File: src/rtl/cog_pkg.sv
package cog_pkg;

  typedef enum logic [1:0] {
    PM_LOBW   = 2'b00,
    PM_BYPASS = 2'b01,
    PM_HIBW   = 2'b11
  } pll_mode_e;

  // Level code to mode; the unused code falls back to the mid (bypass) level.
  function automatic pll_mode_e level_to_mode(input logic [1:0] lvl);
    pll_mode_e m;
    case (lvl)
      2'b00:   m = PM_LOBW;
      2'b11:   m = PM_HIBW;
      default: m = PM_BYPASS;
    endcase
    return m;
  endfunction

endpackage

File: src/rtl/cog_sync_bit.sv
module cog_sync_bit #(
  parameter int   STAGES  = 2,
  parameter logic RST_VAL = 1'b0
) (
  input  logic clk,
  input  logic rst_n,
  input  logic d,
  output logic q
);

  logic [STAGES-1:0] stg_q;
  logic [STAGES-1:0] stg_d;
  logic [STAGES:0]   shifted;

  always_comb begin
    shifted = {stg_q, d};
    stg_d   = shifted[STAGES-1:0];
  end

  always_ff @(posedge clk or negedge rst_n) begin
    if (!rst_n) stg_q <= {STAGES{RST_VAL}};
    else        stg_q <= stg_d;
  end

  assign q = stg_q[STAGES-1];

endmodule

File: src/rtl/cog_pwr_seq.sv
module cog_pwr_seq
  import cog_pkg::*;
#(
  parameter int SYNC_STAGES = 2
) (
  input  logic       clk,
  input  logic       rst_n,
  input  logic       pwrgd_pd,
  input  logic [1:0] mode_pin,
  output logic       pwr_on,
  output pll_mode_e  pin_mode
);

  logic      pg_s;
  logic      started_q, started_d;
  pll_mode_e pin_mode_q, pin_mode_d;
  logic      capture;

  cog_sync_bit #(.STAGES(SYNC_STAGES), .RST_VAL(1'b0)) u_pg_sync (
    .clk   (clk),
    .rst_n (rst_n),
    .d     (pwrgd_pd),
    .q     (pg_s)
  );

  // First high level of power-good captures the strap; later ones only resume.
  always_comb begin
    capture    = pg_s & ~started_q;
    started_d  = started_q | pg_s;
    pin_mode_d = capture ? level_to_mode(mode_pin) : pin_mode_q;
  end

  always_ff @(posedge clk or negedge rst_n) begin
    if (!rst_n) begin
      started_q  <= 1'b0;
      pin_mode_q <= PM_BYPASS;
    end else begin
      started_q  <= started_d;
      pin_mode_q <= pin_mode_d;
    end
  end

  assign pwr_on   = pg_s;
  assign pin_mode = pin_mode_q;

  // once started, the captured strap mode never moves.
  p_strap_frozen_r4: assert property (@(posedge clk) disable iff (!rst_n)
    (started_q && $past(started_q)) |-> $stable(pin_mode_q));

  // power-good high always leaves the sequencer marked as started.
  p_on_marks_start_r4: assert property (@(posedge clk) disable iff (!rst_n)
    pwr_on |=> started_q);

endmodule

File: src/rtl/cog_cfg_regs.sv
module cog_cfg_regs #(
  parameter int NCH = 2
) (
  input  logic           clk,
  input  logic           rst_n,
  input  logic           wr,
  input  logic [NCH-1:0] oe_wdata,
  input  logic           sw_wdata,
  input  logic [1:0]     mode_wdata,
  output logic [NCH-1:0] oe_en,
  output logic           sw_en,
  output logic [1:0]     sw_mode_raw
);

  logic [NCH-1:0] oe_q, oe_d;
  logic           sw_q, sw_d;
  logic [1:0]     mode_q, mode_d;

  always_comb begin
    oe_d   = oe_q;
    sw_d   = sw_q;
    mode_d = mode_q;
    if (wr) begin
      oe_d   = oe_wdata;
      sw_d   = sw_wdata;
      mode_d = mode_wdata;
    end
  end

  always_ff @(posedge clk or negedge rst_n) begin
    if (!rst_n) begin
      oe_q   <= {NCH{1'b1}};
      sw_q   <= 1'b0;
      mode_q <= 2'b01;
    end else begin
      oe_q   <= oe_d;
      sw_q   <= sw_d;
      mode_q <= mode_d;
    end
  end

  assign oe_en       = oe_q;
  assign sw_en       = sw_q;
  assign sw_mode_raw = mode_q;

  // enable bits change only through a write strobe.
  p_oe_write_only_r3: assert property (@(posedge clk) disable iff (!rst_n)
    !wr |=> $stable(oe_q));

endmodule

File: src/rtl/cog_chan.sv
module cog_chan #(
  parameter int SYNC_STAGES = 2
) (
  input  logic clk,
  input  logic rst_n,
  input  logic pwr_on,
  input  logic run_req,
  output logic clk_t,
  output logic clk_c
);

  logic run_s;
  logic t_q, t_d;
  logic c_q, c_d;

  cog_sync_bit #(.STAGES(SYNC_STAGES), .RST_VAL(1'b0)) u_run_sync (
    .clk   (clk),
    .rst_n (rst_n),
    .d     (run_req),
    .q     (run_s)
  );

  // A high phase always completes; parking is only entered from the low phase.
  always_comb begin
    t_d = 1'b0;
    c_d = 1'b0;
    if (!pwr_on) begin
      t_d = 1'b0;
      c_d = 1'b0;
    end else if (t_q) begin
      t_d = 1'b0;
      c_d = 1'b1;
    end else if (run_s) begin
      t_d = 1'b1;
      c_d = 1'b0;
    end
  end

  always_ff @(posedge clk or negedge rst_n) begin
    if (!rst_n) begin
      t_q <= 1'b0;
      c_q <= 1'b0;
    end else begin
      t_q <= t_d;
      c_q <= c_d;
    end
  end

  assign clk_t = t_q;
  assign clk_c = c_q;

  p_no_runt_r9: assert property (@(posedge clk) disable iff (!rst_n)
    clk_t |=> !clk_t);

  p_legs_exclusive_r10: assert property (@(posedge clk) disable iff (!rst_n)
    !(clk_t && clk_c));

  p_pd_parks_r1: assert property (@(posedge clk) disable iff (!rst_n)
    !pwr_on |=> (!clk_t && !clk_c));

endmodule

File: src/rtl/clkout_gate_ctrl.sv
module clkout_gate_ctrl
  import cog_pkg::*;
#(
  parameter int NCH         = 2,
  parameter int SYNC_STAGES = 2
) (
  input  logic           clk,
  input  logic           rst_n,
  input  logic           pwrgd_pd,
  input  logic [NCH-1:0] oe_n,
  input  logic [1:0]     mode_pin,
  input  logic           pll_lock,
  input  logic           cfg_wr,
  input  logic [NCH-1:0] cfg_oe,
  input  logic           cfg_sw_mode,
  input  logic [1:0]     cfg_mode,
  output logic [NCH-1:0] clk_t,
  output logic [NCH-1:0] clk_c,
  output logic           pll_bypass,
  output logic           pll_hibw,
  output logic [1:0]     mode_rb
);

  logic           rst_sync_n;
  logic           pwr_on;
  pll_mode_e      pin_mode;
  pll_mode_e      eff_mode;
  logic [NCH-1:0] oe_en;
  logic           sw_en;
  logic [1:0]     sw_mode_raw;
  logic           clock_ok;
  logic [NCH-1:0] run_req;

  cog_sync_bit #(.STAGES(SYNC_STAGES), .RST_VAL(1'b0)) u_rst_sync (
    .clk   (clk),
    .rst_n (rst_n),
    .d     (1'b1),
    .q     (rst_sync_n)
  );

  cog_pwr_seq #(.SYNC_STAGES(SYNC_STAGES)) u_pwr_seq (
    .clk      (clk),
    .rst_n    (rst_sync_n),
    .pwrgd_pd (pwrgd_pd),
    .mode_pin (mode_pin),
    .pwr_on   (pwr_on),
    .pin_mode (pin_mode)
  );

  cog_cfg_regs #(.NCH(NCH)) u_cfg (
    .clk         (clk),
    .rst_n       (rst_sync_n),
    .wr          (cfg_wr),
    .oe_wdata    (cfg_oe),
    .sw_wdata    (cfg_sw_mode),
    .mode_wdata  (cfg_mode),
    .oe_en       (oe_en),
    .sw_en       (sw_en),
    .sw_mode_raw (sw_mode_raw)
  );

  always_comb begin
    eff_mode   = sw_en ? level_to_mode(sw_mode_raw) : pin_mode;
    pll_bypass = (eff_mode == PM_BYPASS);
    pll_hibw   = (eff_mode == PM_HIBW);
    mode_rb    = eff_mode;
    clock_ok   = pll_bypass | pll_lock;
  end

  for (genvar ch = 0; ch < NCH; ch++) begin : g_chan
    assign run_req[ch] = pwr_on & oe_en[ch] & ~oe_n[ch] & clock_ok;

    cog_chan #(.SYNC_STAGES(SYNC_STAGES)) u_chan (
      .clk     (clk),
      .rst_n   (rst_sync_n),
      .pwr_on  (pwr_on),
      .run_req (run_req[ch]),
      .clk_t   (clk_t[ch]),
      .clk_c   (clk_c[ch])
    );
  end

  p_rb_legal_r5: assert property (@(posedge clk) disable iff (!rst_sync_n)
    mode_rb != 2'b10);

  p_flags_exclusive_r6: assert property (@(posedge clk) disable iff (!rst_sync_n)
    !(pll_bypass && pll_hibw));

endmodule

File: config.mk
export PLATFORM = sky130hd
export DESIGN_NAME = clkout_gate_ctrl
export DESIGN_NICKNAME = d
export VERILOG_FILES = /design/src/rtl/cog_pkg.sv /design/src/rtl/cog_sync_bit.sv /design/src/rtl/cog_pwr_seq.sv /design/src/rtl/cog_cfg_regs.sv /design/src/rtl/cog_chan.sv /design/src/rtl/clkout_gate_ctrl.sv
export SDC_FILE = /design/constraint.sdc
export NUM_CORES = 1
export LEC_CHECK = 0
export BUFFER_PORTS_ARGS = -buffer_cell sky130_fd_sc_hd__clkbuf_2
export CORE_MARGIN = 2
export CORE_UTILIZATION = 40
export DETAILED_ROUTE_END_ITERATION = 10
export PLACE_DENSITY = 0.66
export SYNTH_ARGS = -nofsm -noshare
export SYNTH_HDL_FRONTEND = slang
export SYNTH_HIERARCHICAL = 1
export SYNTH_SLANG_ARGS = --single-unit
File: constraint.sdc
create_clock -name clk -period 1.3 [get_ports clk]
set_input_delay 0.26 -clock clk [delete_from_list [all_inputs] [get_ports clk]]
set_output_delay 0.26 -clock clk [all_outputs]
set_load 0.05 [all_outputs]
==> report_table.html, run 1 <==
<table>
<tr><th>Metric</th><th>Value</th></tr>
<tr><th colspan="2">Outcome</th></tr>
<tr><td>Run status</td><td>finished with violations</td></tr>
<tr><td>Violations in the final reports</td><td>negative setup slack</td></tr>
<tr><th colspan="2">Synthesis</th></tr>
<tr><td>Sequential cell area fraction in the yosys report</td><td>67.3%</td></tr>
<tr><td>Share of synthesized registers carrying an async set or reset</td><td>100%</td></tr>
<tr><td>Cell type with the largest total area after synthesis</td><td>dfrtp_1</td></tr>
<tr><td>Average cell area after synthesis</td><td>13.4 um^2</td></tr>
<tr><td>Synthesized netlist net count</td><td>70</td></tr>
<tr><td>Synth Instances</td><td>56</td></tr>
<tr><td>Total standard cell area after synthesis</td><td>751 um^2</td></tr>
<tr><td>Commonest cells in the netlist</td><td>dfrtp_1, mux2_2, dfstp_2, nand2_1</td></tr>
<tr><td>Number of library cell types mapped by synthesis</td><td>22</td></tr>
<tr><td>Share of the synthesized area in the top cell type</td><td>53.3%</td></tr>
<tr><td>Seq cells post-synth</td><td>20</td></tr>
<tr><td>Number of enable-type register cells in the synthesized netlist</td><td>0</td></tr>
<tr><td>Number of warnings printed during yosys synthesis</td><td>6</td></tr>
<tr><td>Most used flip-flop cell after synthesis</td><td>dfrtp_1</td></tr>
<tr><td>Most repeated cell in the gate-level netlist after synthesis</td><td>dfrtp_1</td></tr>
<tr><td>Top cells by area, synth</td><td>dfrtp_1, dfstp_2, mux2_2</td></tr>
<tr><th colspan="2">Floorplan</th></tr>
<tr><td>I/O Pins</td><td>22</td></tr>
<tr><td>Total Die Area</td><td>2240 um^2</td></tr>
<tr><td>Initial core utilization</td><td>43.0%</td></tr>
<tr><td>Overall die width</td><td>47.3 um</td></tr>
<tr><td>Y dimension of the die</td><td>47.3 um</td></tr>
<tr><td>Site row count</td><td>15</td></tr>
<tr><td>Core area</td><td>1750 um^2</td></tr>
<tr><th colspan="2">Worst setup path</th></tr>
<tr><td>Category of the worst setup path capture point</td><td>output pin</td></tr>
<tr><td>Data required time at the worst endpoint</td><td>1.04 ns</td></tr>
<tr><td>Critical Path Source</td><td>u_cfg/sw_mode_raw[0]$_DFFE_PN1P_</td></tr>
<tr><td>Cell depth of the worst flop-to-flop path</td><td>4</td></tr>
<tr><td>Critical path's slowest cell</td><td>dfstp_2</td></tr>
<tr><td>Worst flop-to-flop path startpoint</td><td>u_cfg/sw_mode_raw[0]$_DFFE_PN1P_</td></tr>
<tr><td>Timing endpoint of the critical path</td><td>pll_hibw</td></tr>
<tr><td>Slack of the worst reg-to-reg path</td><td>0.02 ns</td></tr>
<tr><td>Max FO, Critical Path</td><td>3</td></tr>
<tr><td>Worst r2r dst</td><td>g_chan[0].u_chan/u_run_sync/stg_q[0]$_DFF_PN0_</td></tr>
<tr><td>Category of the worst setup path launch point</td><td>flop</td></tr>
<tr><td>Arrival time at the worst endpoint</td><td>1.39 ns</td></tr>
<tr><td>Worst path max stage delay</td><td>0.59 ns</td></tr>
<tr><td>Critical path class</td><td>flop to output pin</td></tr>
<tr><td>Crit path cell chain</td><td>nand3_2, o21ai_4, o21a_4, clkbuf_16</td></tr>
<tr><th colspan="2">Power and ir drop</th></tr>
<tr><td>Total power per unit cell area</td><td>1280 nW/um^2</td></tr>
<tr><td>Seq pwr share</td><td>51.1%</td></tr>
<tr><td>Clock share of power</td><td>24.8%</td></tr>
<tr><td>Switching fraction of total power</td><td>27.6%</td></tr>
<tr><td>Switching power total</td><td>0.000382 W</td></tr>
<tr><td>Power share of the combinational group</td><td>24.1%</td></tr>
<tr><td>Internal cell power</td><td>0.00100 W</td></tr>
<tr><td>Worst IR Drop VDD</td><td>0.858 mV</td></tr>
<tr><td>LEAKAGE</td><td>0.522 nW</td></tr>
<tr><th colspan="2">Final layout</th></tr>
<tr><td>Ant diodes</td><td>0</td></tr>
<tr><td>Layout net count</td><td>102</td></tr>
<tr><td>Share of cells above drive strength 1</td><td>59.8%</td></tr>
<tr><td>Cell area after layout</td><td>1080 um^2</td></tr>
<tr><td>Final standard cell count with taps included and fillers excluded</td><td>112</td></tr>
<tr><td>Synth-to-Final Area Change</td><td>43.7%</td></tr>
<tr><th colspan="2">Routing</th></tr>
<tr><td>Final routed wire length divided by cell count</td><td>11.6 um</td></tr>
<tr><td>Vias per cell</td><td>4.46</td></tr>
<tr><td>Routed Antenna Nets</td><td>0</td></tr>
<tr><td>Remaining routing DRC violations</td><td>0</td></tr>
<tr><td>Vias after detailed routing</td><td>500</td></tr>
<tr><td>Detailed-routing iteration count for the pre-antenna-repair pass</td><td>4</td></tr>
<tr><td>Drt initial violations</td><td>6</td></tr>
<tr><td>DRT Wirelength</td><td>1.30 mm</td></tr>
<tr><th colspan="2">Global route</th></tr>
<tr><td>Wire length of the first global-routing pass</td><td>2.08 mm</td></tr>
<tr><td>Via count of the first global-routing pass</td><td>477</td></tr>
<tr><td>Initial antenna violation count</td><td>0</td></tr>
<tr><td>Maximum number of pins on one net before global-route repair</td><td>14</td></tr>
<tr><td>Total overflow reported by the global router</td><td>0</td></tr>
<tr><td>Total Routing Usage GR</td><td>14.3%</td></tr>
<tr><th colspan="2">CTS</th></tr>
<tr><td>Max clock buf depth</td><td>2</td></tr>
<tr><td>Clock transition at the registers of the reported paths</td><td>0.10 ns</td></tr>
<tr><td>TritonCTS Sinks</td><td>20</td></tr>
<tr><td>Clock latency on the worst-skew pair</td><td>0.29 ns</td></tr>
<tr><td>Number of buffers created by CTS</td><td>3</td></tr>
<tr><td>Number of H-tree branching levels</td><td>1</td></tr>
<tr><td>Root Driver</td><td>clkbuf_4</td></tr>
<tr><td>Clock tree from TritonCTS</td><td>built</td></tr>
<tr><th colspan="2">Timing</th></tr>
<tr><td>Hold Vio Cnt, Final</td><td>0</td></tr>
<tr><td>Slew Viols, Final</td><td>0</td></tr>
<tr><td>Final clock period utilization by the worst path</td><td>127%</td></tr>
<tr><td>Highest clock frequency the design can meet</td><td>606 MHz</td></tr>
<tr><td>Crit path setup slack, layout</td><td>-0.351 ns</td></tr>
<tr><td>Fin Clk Skew</td><td>0.00411 ns</td></tr>
<tr><td>Setup repair after global routing missed its margin</td><td>yes</td></tr>
<tr><td>Period minus WS final</td><td>1.65 ns</td></tr>
<tr><td>Final setup violation count</td><td>4</td></tr>
<tr><th colspan="2">Placement</th></tr>
<tr><td>Placed Instances</td><td>107</td></tr>
<tr><td>Worst Setup Slack post-DPL</td><td>-0.113 ns</td></tr>
<tr><td>DP Area</td><td>953 um^2</td></tr>
<tr><td>Routability congestion estimate</td><td>0.635</td></tr>
<tr><td>DP Wirelength</td><td>945 um</td></tr>
<tr><td>Total of buffers placed on input and output ports</td><td>21</td></tr>
<tr><th colspan="2">Worst hold path</th></tr>
<tr><td>Path class of the lowest-slack min-delay path</td><td>input port to flop</td></tr>
<tr><td>Hold path start</td><td>pwrgd_pd</td></tr>
<tr><th colspan="2">Job</th></tr>
<tr><td>Max Cap Violations</td><td>0</td></tr>
</table>
## metrics by stage
stage                     total power (W)  hold WS [ns]  util (%)  TNS (ns)
after detailed placement         0.000977        0.0476      54.6    -0.249
after CTS                         0.00139        0.0560      60.9     -1.25
after floorplan                  0.000891       -0.0356         -    -0.149
final                             0.00138        0.0638      61.8     -1.23
after global placement           0.000969        0.0469      54.6    -0.178
after global routing              0.00146        0.0434      61.8     -1.56
## power groups by stage
stage / Sequential [W] / Combinational [W] / Clock, W
3_3_place_gp: 0.000710 / 0.000259 / 0
4_1_cts: 0.000703 / 0.000325 / 0.000358
5_1_grt: 0.000713 / 0.000356 / 0.000391
2_1_floorplan: 0.000719 / 0.000171 / 0
3_5_place_dp: 0.000713 / 0.000264 / 0
6_report: 0.000706 / 0.000333 / 0.000343
## cells in the final DEF (no fill, tap or decap)
cell type / count
a21oi_2: 1
and2_2: 2
and3b_1: 2
buf_4: 6
buf_8: 2
clkbuf_16: 1
clkbuf_2: 17
clkbuf_4: 3
clkbuf_8: 2
conb_1: 1
dfrtp_1: 16
dfstp_2: 4
dlygate4sd3_1: 1
inv_1: 3
mux2_2: 5
mux2i_1: 2
nand2_1: 4
nand2b_1: 1
nand3_2: 1
nor2_1: 3
nor2b_4: 1
nor3b_1: 1
nor3b_4: 1
nor4_1: 1
nor4_2: 1
o21a_4: 1
o21ai_2: 1
o21ai_4: 1
or2_2: 1
xor2_2: 1
## cell families (layout without fill, tap and decap cells)
logic type / Yosys count / after routing / synth area share, %
multiplexers: 7 / 7 / 10.2
flip-flops: 20 / 20 / 67.3
buffers and inverters: 4 / 35 / 2.17
AND/OR/NAND/NOR: 19 / 19 / 15.7
other: 1 / 1 / 0.500
AO/OA/AOI/OAI: 4 / 4 / 3.00
XOR/XNOR: 1 / 1 / 1.17
## critical path: cells and delay by family (launching register included)
family          cells  cell delay (ns)
flops               1             0.59
compound gates      2             0.24
buf+inv             1             0.15
simple gates        1             0.10
## registers in the layout, summed over array words and instances (netlist names)
register and cells:
u_cfg/sw_mode_raw 2, u_cfg/oe_en 2, u_pwr_seq/started_q 1, g_chan.u_chan/u_run_sync/stg_q 4, g_chan.u_chan/clk_c 2, u_pwr_seq/pin_mode 2, u_pwr_seq/u_pg_sync/stg_q 2, u_rst_sync/stg_q 2
u_cfg/sw_en 1, g_chan.u_chan/clk_t 2
## layer usage
layer  GRT usage, %  wire length, um
met1           15.6              514
met2           24.1              718
met3           6.92               68
met4           5.00                0
met5              0                0
## worst min path at each step
stage                     cells past startpoint                                     end
after floorplan                               0           u_rst_sync/stg_q[0]$_DFF_PN0_
after global placement                        1           u_rst_sync/stg_q[0]$_DFF_PN0_
after detailed placement                      1           u_rst_sync/stg_q[1]$_DFF_PN0_
after CTS                                     1  u_pwr_seq/u_pg_sync/stg_q[0]$_DFF_PN0_
after global routing                          1  u_pwr_seq/u_pg_sync/stg_q[0]$_DFF_PN0_
final                                         1  u_pwr_seq/u_pg_sync/stg_q[0]$_DFF_PN0_
## what timing repair did
item	4_1_cts	5_1_grt
setup endpoints to repair	4	6
gates resized for setup	11	5
hold buffers	1	0
pin swaps	2	1
endpoints found under the hold margin	2	0
setup buffers	1	1
## layout make-up
class                      instances  area (um^2)
fill                             152          667
sequential                        20          505
multi-input combinational         32          285
timing repair buffer              28          209
clock buffer                       4         36.3
tap                               25         31.3
inverter                           3         11.3
(Power assumes the default switching activity.)
==> run 2: changes to the inputs <==
--- a/config.mk
+++ b/config.mk
@@ -9,7 +9,7 @@
 export CORE_MARGIN = 2
 export CORE_UTILIZATION = 40
 export DETAILED_ROUTE_END_ITERATION = 10
-export PLACE_DENSITY = 0.66
+export PLACE_DENSITY = 0.72
 export SYNTH_ARGS = -nofsm -noshare
 export SYNTH_HDL_FRONTEND = slang
 export SYNTH_HIERARCHICAL = 1
==> run 2 against run 1 <==
The run still ends with negative setup slack left. Maximum frequency rose by 1.7%. Core utilization fell by 1.4 points. Global-route usage fell by 0.26 points. Critical path depth did not move. Die area did not move. Worst setup slack improved by 0.027 ns. Sequential share of layout area rose by 1.1 points. Clock power fell by 15%. Clock-buffer cell count did not move. Final cell count fell by 0.89%. Clock skew rose by 0.0013 ns. Power fell by 4.1%. Critical path type unchanged. Critical endpoint unchanged. Highest routed layer unchanged.
==> report_table.html, run 2 (synthesis gave the netlist of run 1 again) <==
<table>
<tr><th>Metric</th><th>Value</th></tr>
<tr><th colspan="2">Power and ir drop</th></tr>
<tr><td>Total power of the final layout</td><td>0.00132 W</td></tr>
<tr><td>Worst IR Drop VDD</td><td>0.763 mV</td></tr>
<tr><td>LEAKAGE</td><td>0.511 nW</td></tr>
<tr><td>Total power per unit cell area</td><td>1260 nW/um^2</td></tr>
<tr><th colspan="2">Floorplan</th></tr>
<tr><td>Site row count</td><td>15</td></tr>
<tr><td>Total Die Area</td><td>2240 um^2</td></tr>
<tr><td>I/O Pins</td><td>22</td></tr>
<tr><td>Y dimension of the die</td><td>47.3 um</td></tr>
<tr><td>Initial core utilization</td><td>43.0%</td></tr>
<tr><td>Overall die width</td><td>47.3 um</td></tr>
<tr><td>Core area</td><td>1750 um^2</td></tr>
<tr><th colspan="2">Worst setup path</th></tr>
<tr><td>Max FO, Critical Path</td><td>3</td></tr>
<tr><td>Cell depth of the worst flop-to-flop path</td><td>4</td></tr>
<tr><td>Critical path's slowest cell</td><td>dfstp_2</td></tr>
<tr><td>Crit path cell chain</td><td>nand3_2, o21ai_4, o21a_4, clkbuf_16</td></tr>
<tr><td>Critical path class</td><td>flop to output pin</td></tr>
<tr><td>Worst flop-to-flop path startpoint</td><td>u_cfg/sw_mode_raw[0]$_DFFE_PN1P_</td></tr>
<tr><td>Arrival time at the worst endpoint</td><td>1.36 ns</td></tr>
<tr><td>Slack of the worst reg-to-reg path</td><td>0.01 ns</td></tr>
<tr><td>Data required time at the worst endpoint</td><td>1.04 ns</td></tr>
<tr><td>Number of buffers and inverters on the critical path</td><td>1</td></tr>
<tr><td>Worst r2r dst</td><td>g_chan[0].u_chan/u_run_sync/stg_q[0]$_DFF_PN0_</td></tr>
<tr><td>Worst path max stage delay</td><td>0.58 ns</td></tr>
<tr><td>Category of the worst setup path capture point</td><td>output pin</td></tr>
<tr><td>CP delay by family, top</td><td>flip-flops</td></tr>
<tr><td>Category of the worst setup path launch point</td><td>flop</td></tr>
<tr><th colspan="2">Final layout</th></tr>
<tr><td>FF+latch area</td><td>505 um^2</td></tr>
<tr><td>Synth-to-Final Area Change</td><td>40.5%</td></tr>
<tr><td>Layout net count</td><td>101</td></tr>
<tr><td>Register with the most flip-flops</td><td>g_chan.u_chan/u_run_sync/stg_q</td></tr>
<tr><td>Combined area of the multi-input logic cells</td><td>279 um^2</td></tr>
<tr><td>Count of fill cells added during filler insertion</td><td>147</td></tr>
<tr><td>Commonest non-fill, non-tap cells in the layout</td><td>clkbuf_2, dfrtp_1, buf_4, mux2_2</td></tr>
<tr><td>Share of cells above drive strength 1</td><td>57.0%</td></tr>
<tr><td>Cell area after layout</td><td>1050 um^2</td></tr>
<tr><td>Final standard cell count with taps included and fillers excluded</td><td>111</td></tr>
<tr><td>Max reg flops</td><td>4</td></tr>
<tr><td>Commonest non-fill, non-tap cell in the layout</td><td>clkbuf_2</td></tr>
<tr><td>Ant diodes</td><td>0</td></tr>
<tr><td>Share of the core filled with cells</td><td>60.4%</td></tr>
<tr><th colspan="2">Timing</th></tr>
<tr><td>Period minus WS final</td><td>1.62 ns</td></tr>
<tr><td>Slew Viols, Final</td><td>0</td></tr>
<tr><td>Final setup violation count</td><td>4</td></tr>
<tr><td>Setup repair after global routing missed its margin</td><td>yes</td></tr>
<tr><td>Hold Vio Cnt, Final</td><td>0</td></tr>
<tr><td>Worst hold slack across all endpoints</td><td>0.0721 ns</td></tr>
<tr><td>Fin Clk Skew</td><td>0.00538 ns</td></tr>
<tr><td>Highest clock frequency the design can meet</td><td>616 MHz</td></tr>
<tr><td>Final clock period utilization by the worst path</td><td>125%</td></tr>
<tr><td>Crit path setup slack, layout</td><td>-0.324 ns</td></tr>
<tr><th colspan="2">Global route</th></tr>
<tr><td>Total Routing Usage GR</td><td>14.0%</td></tr>
<tr><td>Maximum number of pins on one net before global-route repair</td><td>14</td></tr>
<tr><td>Via count of the first global-routing pass</td><td>512</td></tr>
<tr><td>Total overflow reported by the global router</td><td>0</td></tr>
<tr><td>Wire length of the first global-routing pass</td><td>2.15 mm</td></tr>
<tr><td>Initial antenna violation count</td><td>0</td></tr>
<tr><th colspan="2">Outcome</th></tr>
<tr><td>Run status</td><td>finished with violations</td></tr>
<tr><td>Violations in the final reports</td><td>negative setup slack</td></tr>
<tr><th colspan="2">Placement</th></tr>
<tr><td>DP Wirelength</td><td>898 um</td></tr>
<tr><td>Routability congestion estimate</td><td>0.620</td></tr>
<tr><td>Total of buffers placed on input and output ports</td><td>21</td></tr>
<tr><td>DP Area</td><td>946 um^2</td></tr>
<tr><td>Placed Instances</td><td>106</td></tr>
<tr><th colspan="2">Routing</th></tr>
<tr><td>DRT Wirelength</td><td>1.27 mm</td></tr>
<tr><td>Remaining routing DRC violations</td><td>0</td></tr>
<tr><td>Final routed wire length divided by cell count</td><td>11.5 um</td></tr>
<tr><td>Routed Antenna Nets</td><td>0</td></tr>
<tr><td>Vias per cell</td><td>4.58</td></tr>
<tr><td>Detailed-routing iteration count for the pre-antenna-repair pass</td><td>3</td></tr>
<tr><td>Drt initial violations</td><td>2</td></tr>
<tr><td>Vias after detailed routing</td><td>508</td></tr>
<tr><th colspan="2">CTS</th></tr>
<tr><td>Max clock buf depth</td><td>2</td></tr>
<tr><td>Root Driver</td><td>clkbuf_4</td></tr>
<tr><td>Clock transition at the registers of the reported paths</td><td>0.10 ns</td></tr>
<tr><td>TritonCTS Sinks</td><td>20</td></tr>
<tr><td>Clock tree from TritonCTS</td><td>built</td></tr>
<tr><td>Number of buffers created by CTS</td><td>3</td></tr>
<tr><td>Number of H-tree branching levels</td><td>1</td></tr>
<tr><td>Clock latency on the worst-skew pair</td><td>0.29 ns</td></tr>
<tr><th colspan="2">Worst hold path</th></tr>
<tr><td>Number of cells on the worst hold path</td><td>1</td></tr>
<tr><td>Path class of the lowest-slack min-delay path</td><td>input port to flop</td></tr>
<tr><td>Hold path start</td><td>pwrgd_pd</td></tr>
<tr><td>Endpoint of the worst hold path</td><td>u_pwr_seq/u_pg_sync/stg_q[0]$_DFF_PN0_</td></tr>
<tr><th colspan="2">Job</th></tr>
<tr><td>Max Cap Violations</td><td>0</td></tr>
</table>
-- run 2: cell count changes in the layout (fill, tap and decap cells not counted), sizes merged --
cell	previous run	this run
buf	8	7
-- run 2: final cells by class --
| cell class | instances | area share [%] |
|---|---|---|
| clock buffers | 4 | 2.49 |
| inverters | 3 | 1.07 |
| multi-input cells | 32 | 26.5 |
| flip-flops and latches | 20 | 47.9 |
| well taps | 25 | 2.97 |
| repair buffers | 27 | 19.1 |
-- run 2: worst reg2reg max path: cells and delay by family, from the launching register on --
kind	cells	cell delay, ns
xor gates and xnor gates	1	0.15
buffers and inverters	1	0.14
DFF	1	0.58
and+or+nand+nor	2	0.31
-- run 2: stage by stage --
step,setup TNS [ns],setup slack (ns)
floorplan,-0.149,-0.111
global route,-1.49,-0.400
CTS,-1.24,-0.345
finish,-1.17,-0.324
global placement,-0.179,-0.0751
detailed placement,-0.224,-0.0934
-- run 2: per-layer routing --
layer,routed length (um),vias up,global-route usage (%)
met5,0,-,0
met4,0,0,3.33
met3,83,0,5.77
met2,654,18,23.0
met1,534,246,17.3
li1,-,244,-
-- run 2: worst max-delay path by stage --
stage	slack (ns)	from	end	cells after the start
global placement	-0.08	u_cfg/sw_mode_raw[0]$_DFFE_PN1P_	pll_bypass	4
finish	-0.32	u_cfg/sw_mode_raw[0]$_DFFE_PN1P_	pll_hibw	4
detailed placement	-0.09	u_cfg/sw_mode_raw[0]$_DFFE_PN1P_	pll_bypass	4
global route	-0.40	u_cfg/sw_mode_raw[0]$_DFFE_PN1P_	mode_rb[0]	4
CTS	-0.34	u_cfg/sw_mode_raw[0]$_DFFE_PN1P_	pll_bypass	4
floorplan	-0.11	u_cfg/sw_en$_DFFE_PN0P_	pll_hibw	3
-- run 2: power by group --
group	leakage (nW)	switching, W	internal, W	total (W)
Clock	0.0150	0.000173	0.000119	0.000293
Combinational	0.254	0.000171	0.000156	0.000327
Sequential	0.242	0.0000353	0.000669	0.000705
-- run 2: what timing repair did --
action,in CTS,in global routing
hold buffers,1,0
setup buffers,1,1
gates resized for setup,10,5
pin swaps,1,2
hold endpoints to repair,2,0
endpoints found under the setup margin,4,6
==> run 3: changes to the inputs <==
--- a/config.mk
+++ b/config.mk
@@ -10,6 +10,7 @@
 export CORE_UTILIZATION = 40
 export DETAILED_ROUTE_END_ITERATION = 10
 export PLACE_DENSITY = 0.72
+export RECOVER_POWER = 50
 export SYNTH_ARGS = -nofsm -noshare
 export SYNTH_HDL_FRONTEND = slang
 export SYNTH_HIERARCHICAL = 1
==> run 3 against run 2 <==
The run still ends with negative setup slack left. Core utilization is 0.29 points lower. Global-route usage stayed put. Clock-buffer cell count stayed put. Clock skew hardly changed. Clock power hardly changed. Largest power group unchanged.
==> report_table.html, run 3 (synthesis gave the netlist of run 1 again) <==
<table>
<tr><th>Metric</th><th>Value</th></tr>
<tr><th colspan="2">Floorplan</th></tr>
<tr><td>I/O Pins</td><td>22</td></tr>
<tr><td>Total Die Area</td><td>2240 um^2</td></tr>
<tr><td>Overall die width</td><td>47.3 um</td></tr>
<tr><td>Core area</td><td>1750 um^2</td></tr>
<tr><td>Y dimension of the die</td><td>47.3 um</td></tr>
<tr><td>Site row count</td><td>15</td></tr>
<tr><td>Initial core utilization</td><td>43.0%</td></tr>
<tr><th colspan="2">Timing</th></tr>
<tr><td>Period minus WS final</td><td>1.62 ns</td></tr>
<tr><td>Final setup violation count</td><td>4</td></tr>
<tr><td>Worst slew margin relative to its limit</td><td>57.5%</td></tr>
<tr><td>Worst hold slack across all endpoints</td><td>0.0719 ns</td></tr>
<tr><td>Final clock period utilization by the worst path</td><td>125%</td></tr>
<tr><td>Hold Vio Cnt, Final</td><td>0</td></tr>
<tr><td>Fin Clk Skew</td><td>0.00518 ns</td></tr>
<tr><td>Highest clock frequency the design can meet</td><td>616 MHz</td></tr>
<tr><td>Crit path setup slack, layout</td><td>-0.325 ns</td></tr>
<tr><td>Final setup TNS</td><td>-1.18 ns</td></tr>
<tr><td>Setup repair after global routing missed its margin</td><td>yes</td></tr>
<tr><td>Least-Margin Pin Slew</td><td>0.638 ns</td></tr>
<tr><td>Slew Viols, Final</td><td>0</td></tr>
<tr><th colspan="2">Final layout</th></tr>
<tr><td>Layout net count</td><td>101</td></tr>
<tr><td>Register with the most flip-flops</td><td>g_chan.u_chan/u_run_sync/stg_q</td></tr>
<tr><td>Synth-to-Final Area Change</td><td>39.8%</td></tr>
<tr><td>Cell area after layout</td><td>1050 um^2</td></tr>
<tr><td>Ant diodes</td><td>0</td></tr>
<tr><td>Combined area of the multi-input logic cells</td><td>279 um^2</td></tr>
<tr><td>Max reg flops</td><td>4</td></tr>
<tr><td>Share of cells above drive strength 1</td><td>54.7%</td></tr>
<tr><td>Count of fill cells added during filler insertion</td><td>148</td></tr>
<tr><td>Commonest non-fill, non-tap cells in the layout</td><td>dfrtp_1, clkbuf_2, mux2_2</td></tr>
<tr><td>FF+latch area</td><td>505 um^2</td></tr>
<tr><th colspan="2">CTS</th></tr>
<tr><td>Root Driver</td><td>clkbuf_4</td></tr>
<tr><td>Clock transition at the registers of the reported paths</td><td>0.10 ns</td></tr>
<tr><td>Number of buffers created by CTS</td><td>3</td></tr>
<tr><td>TritonCTS Sinks</td><td>20</td></tr>
<tr><td>Clock tree from TritonCTS</td><td>built</td></tr>
<tr><td>Max clock buf depth</td><td>2</td></tr>
<tr><td>Clock latency on the worst-skew pair</td><td>0.29 ns</td></tr>
<tr><td>Number of H-tree branching levels</td><td>1</td></tr>
<tr><th colspan="2">Worst setup path</th></tr>
<tr><td>Data required time at the worst endpoint</td><td>1.04 ns</td></tr>
<tr><td>Category of the worst setup path capture point</td><td>output pin</td></tr>
<tr><td>Critical path class</td><td>flop to output pin</td></tr>
<tr><td>Category of the worst setup path launch point</td><td>flop</td></tr>
<tr><td>Max FO, Critical Path</td><td>3</td></tr>
<tr><td>Arrival time at the worst endpoint</td><td>1.36 ns</td></tr>
<tr><th colspan="2">Power and ir drop</th></tr>
<tr><td>Worst IR Drop VDD</td><td>0.764 mV</td></tr>
<tr><td>LEAKAGE</td><td>0.505 nW</td></tr>
<tr><td>Total power per unit cell area</td><td>1260 nW/um^2</td></tr>
<tr><th colspan="2">Routing</th></tr>
<tr><td>Routed Antenna Nets</td><td>0</td></tr>
<tr><td>Drt initial violations</td><td>2</td></tr>
<tr><td>Final routed wire length divided by cell count</td><td>11.5 um</td></tr>
<tr><td>Detailed-routing iteration count for the pre-antenna-repair pass</td><td>3</td></tr>
<tr><td>Remaining routing DRC violations</td><td>0</td></tr>
<tr><td>Vias after detailed routing</td><td>511</td></tr>
<tr><td>DRT Wirelength</td><td>1.28 mm</td></tr>
<tr><td>Vias per cell</td><td>4.60</td></tr>
<tr><th colspan="2">Placement</th></tr>
<tr><td>DP Wirelength</td><td>898 um</td></tr>
<tr><td>DP Area</td><td>946 um^2</td></tr>
<tr><td>Worst Setup Slack post-DPL</td><td>-0.0934 ns</td></tr>
<tr><td>Routability congestion estimate</td><td>0.620</td></tr>
<tr><td>Total of buffers placed on input and output ports</td><td>21</td></tr>
<tr><th colspan="2">Worst hold path</th></tr>
<tr><td>Path class of the lowest-slack min-delay path</td><td>input port to flop</td></tr>
<tr><th colspan="2">Outcome</th></tr>
<tr><td>Run status</td><td>finished with violations</td></tr>
<tr><td>Violations in the final reports</td><td>negative setup slack</td></tr>
<tr><th colspan="2">Global route</th></tr>
<tr><td>Initial antenna violation count</td><td>0</td></tr>
<tr><td>Via count of the first global-routing pass</td><td>512</td></tr>
<tr><td>Wire length of the first global-routing pass</td><td>2.15 mm</td></tr>
<tr><td>Total overflow reported by the global router</td><td>0</td></tr>
<tr><td>Maximum number of pins on one net before global-route repair</td><td>14</td></tr>
<tr><td>Total Routing Usage GR</td><td>14.0%</td></tr>
<tr><th colspan="2">Job</th></tr>
<tr><td>Max Cap Violations</td><td>0</td></tr>
</table>
run 3: metal layers:
| layer | routed length (um) | track usage, % |
|---|---|---|
| met1 | 534 | 17.3 |
| met2 | 649 | 23.0 |
| met3 | 83 | 5.77 |
| met4 | 7 | 3.33 |
| met5 | 0 | 0 |
run 3: cell type report:
cell class / count / share of cell area (%)
repair buffers: 27 / 18.7
multi-input cells: 32 / 26.6
well taps: 25 / 2.98
clock buffers: 4 / 2.50
inverters: 3 / 1.07
flip-flops and latches: 20 / 48.2
run 3: power breakdown:
group	switching, W	leakage (nW)	internal, W
sequential	0.0000353	0.242	0.000669
clock	0.000173	0.0150	0.000119
combinational	0.000171	0.247	0.000154
run 3: timing repair:
item                                   CTS  global route
hold buffers                             1             0
setup buffers                            1             1
gates cloned                             0             0
endpoints found under the hold margin    2             0
resized for setup                       10             5
setup endpoints to repair                4             6
pin swaps                                1             2
run 3: stage by stage:
stage,total power [W],utilization (%),cells
floorplan,0.000891,-,56
global placement,0.000964,54.2,106
detailed placement,0.000970,54.2,106
CTS,0.00132,59.6,112
global route,0.00139,60.1,111
finish,0.00132,60.1,111
run 3: worst max-delay path, cell delays in order (launching register included):
cell,delay [ns]
dfstp_2,0.58
nand3_2,0.10
o21ai_4,0.09
o21a_4,0.15
clkbuf_16,0.15
run 3: worst paths after layout:
path,cells after the start,to,slack [ns],startpoint
worst max-delay path,4,pll_hibw,-0.32,u_cfg/sw_mode_raw[0]$_DFFE_PN1P_
worst min-delay path,1,u_pwr_seq/u_pg_sync/stg_q[0]$_DFF_PN0_,0.07,pwrgd_pd
worst max register to register,4,g_chan[0].u_chan/u_run_sync/stg_q[0]$_DFF_PN0_,0.01,u_cfg/sw_mode_raw[0]$_DFFE_PN1P_
worst min register to register,0,u_cfg/sw_en$_DFFE_PN0P_,0.09,u_rst_sync/stg_q[1]$_DFF_PN0_
max in group asynchronous,1,g_chan[1].u_chan/u_run_sync/stg_q[0]$_DFF_PN0_,0.38,u_rst_sync/stg_q[1]$_DFF_PN0_
min in group asynchronous,0,u_cfg/sw_en$_DFFE_PN0P_,0.09,u_rst_sync/stg_q[1]$_DFF_PN0_
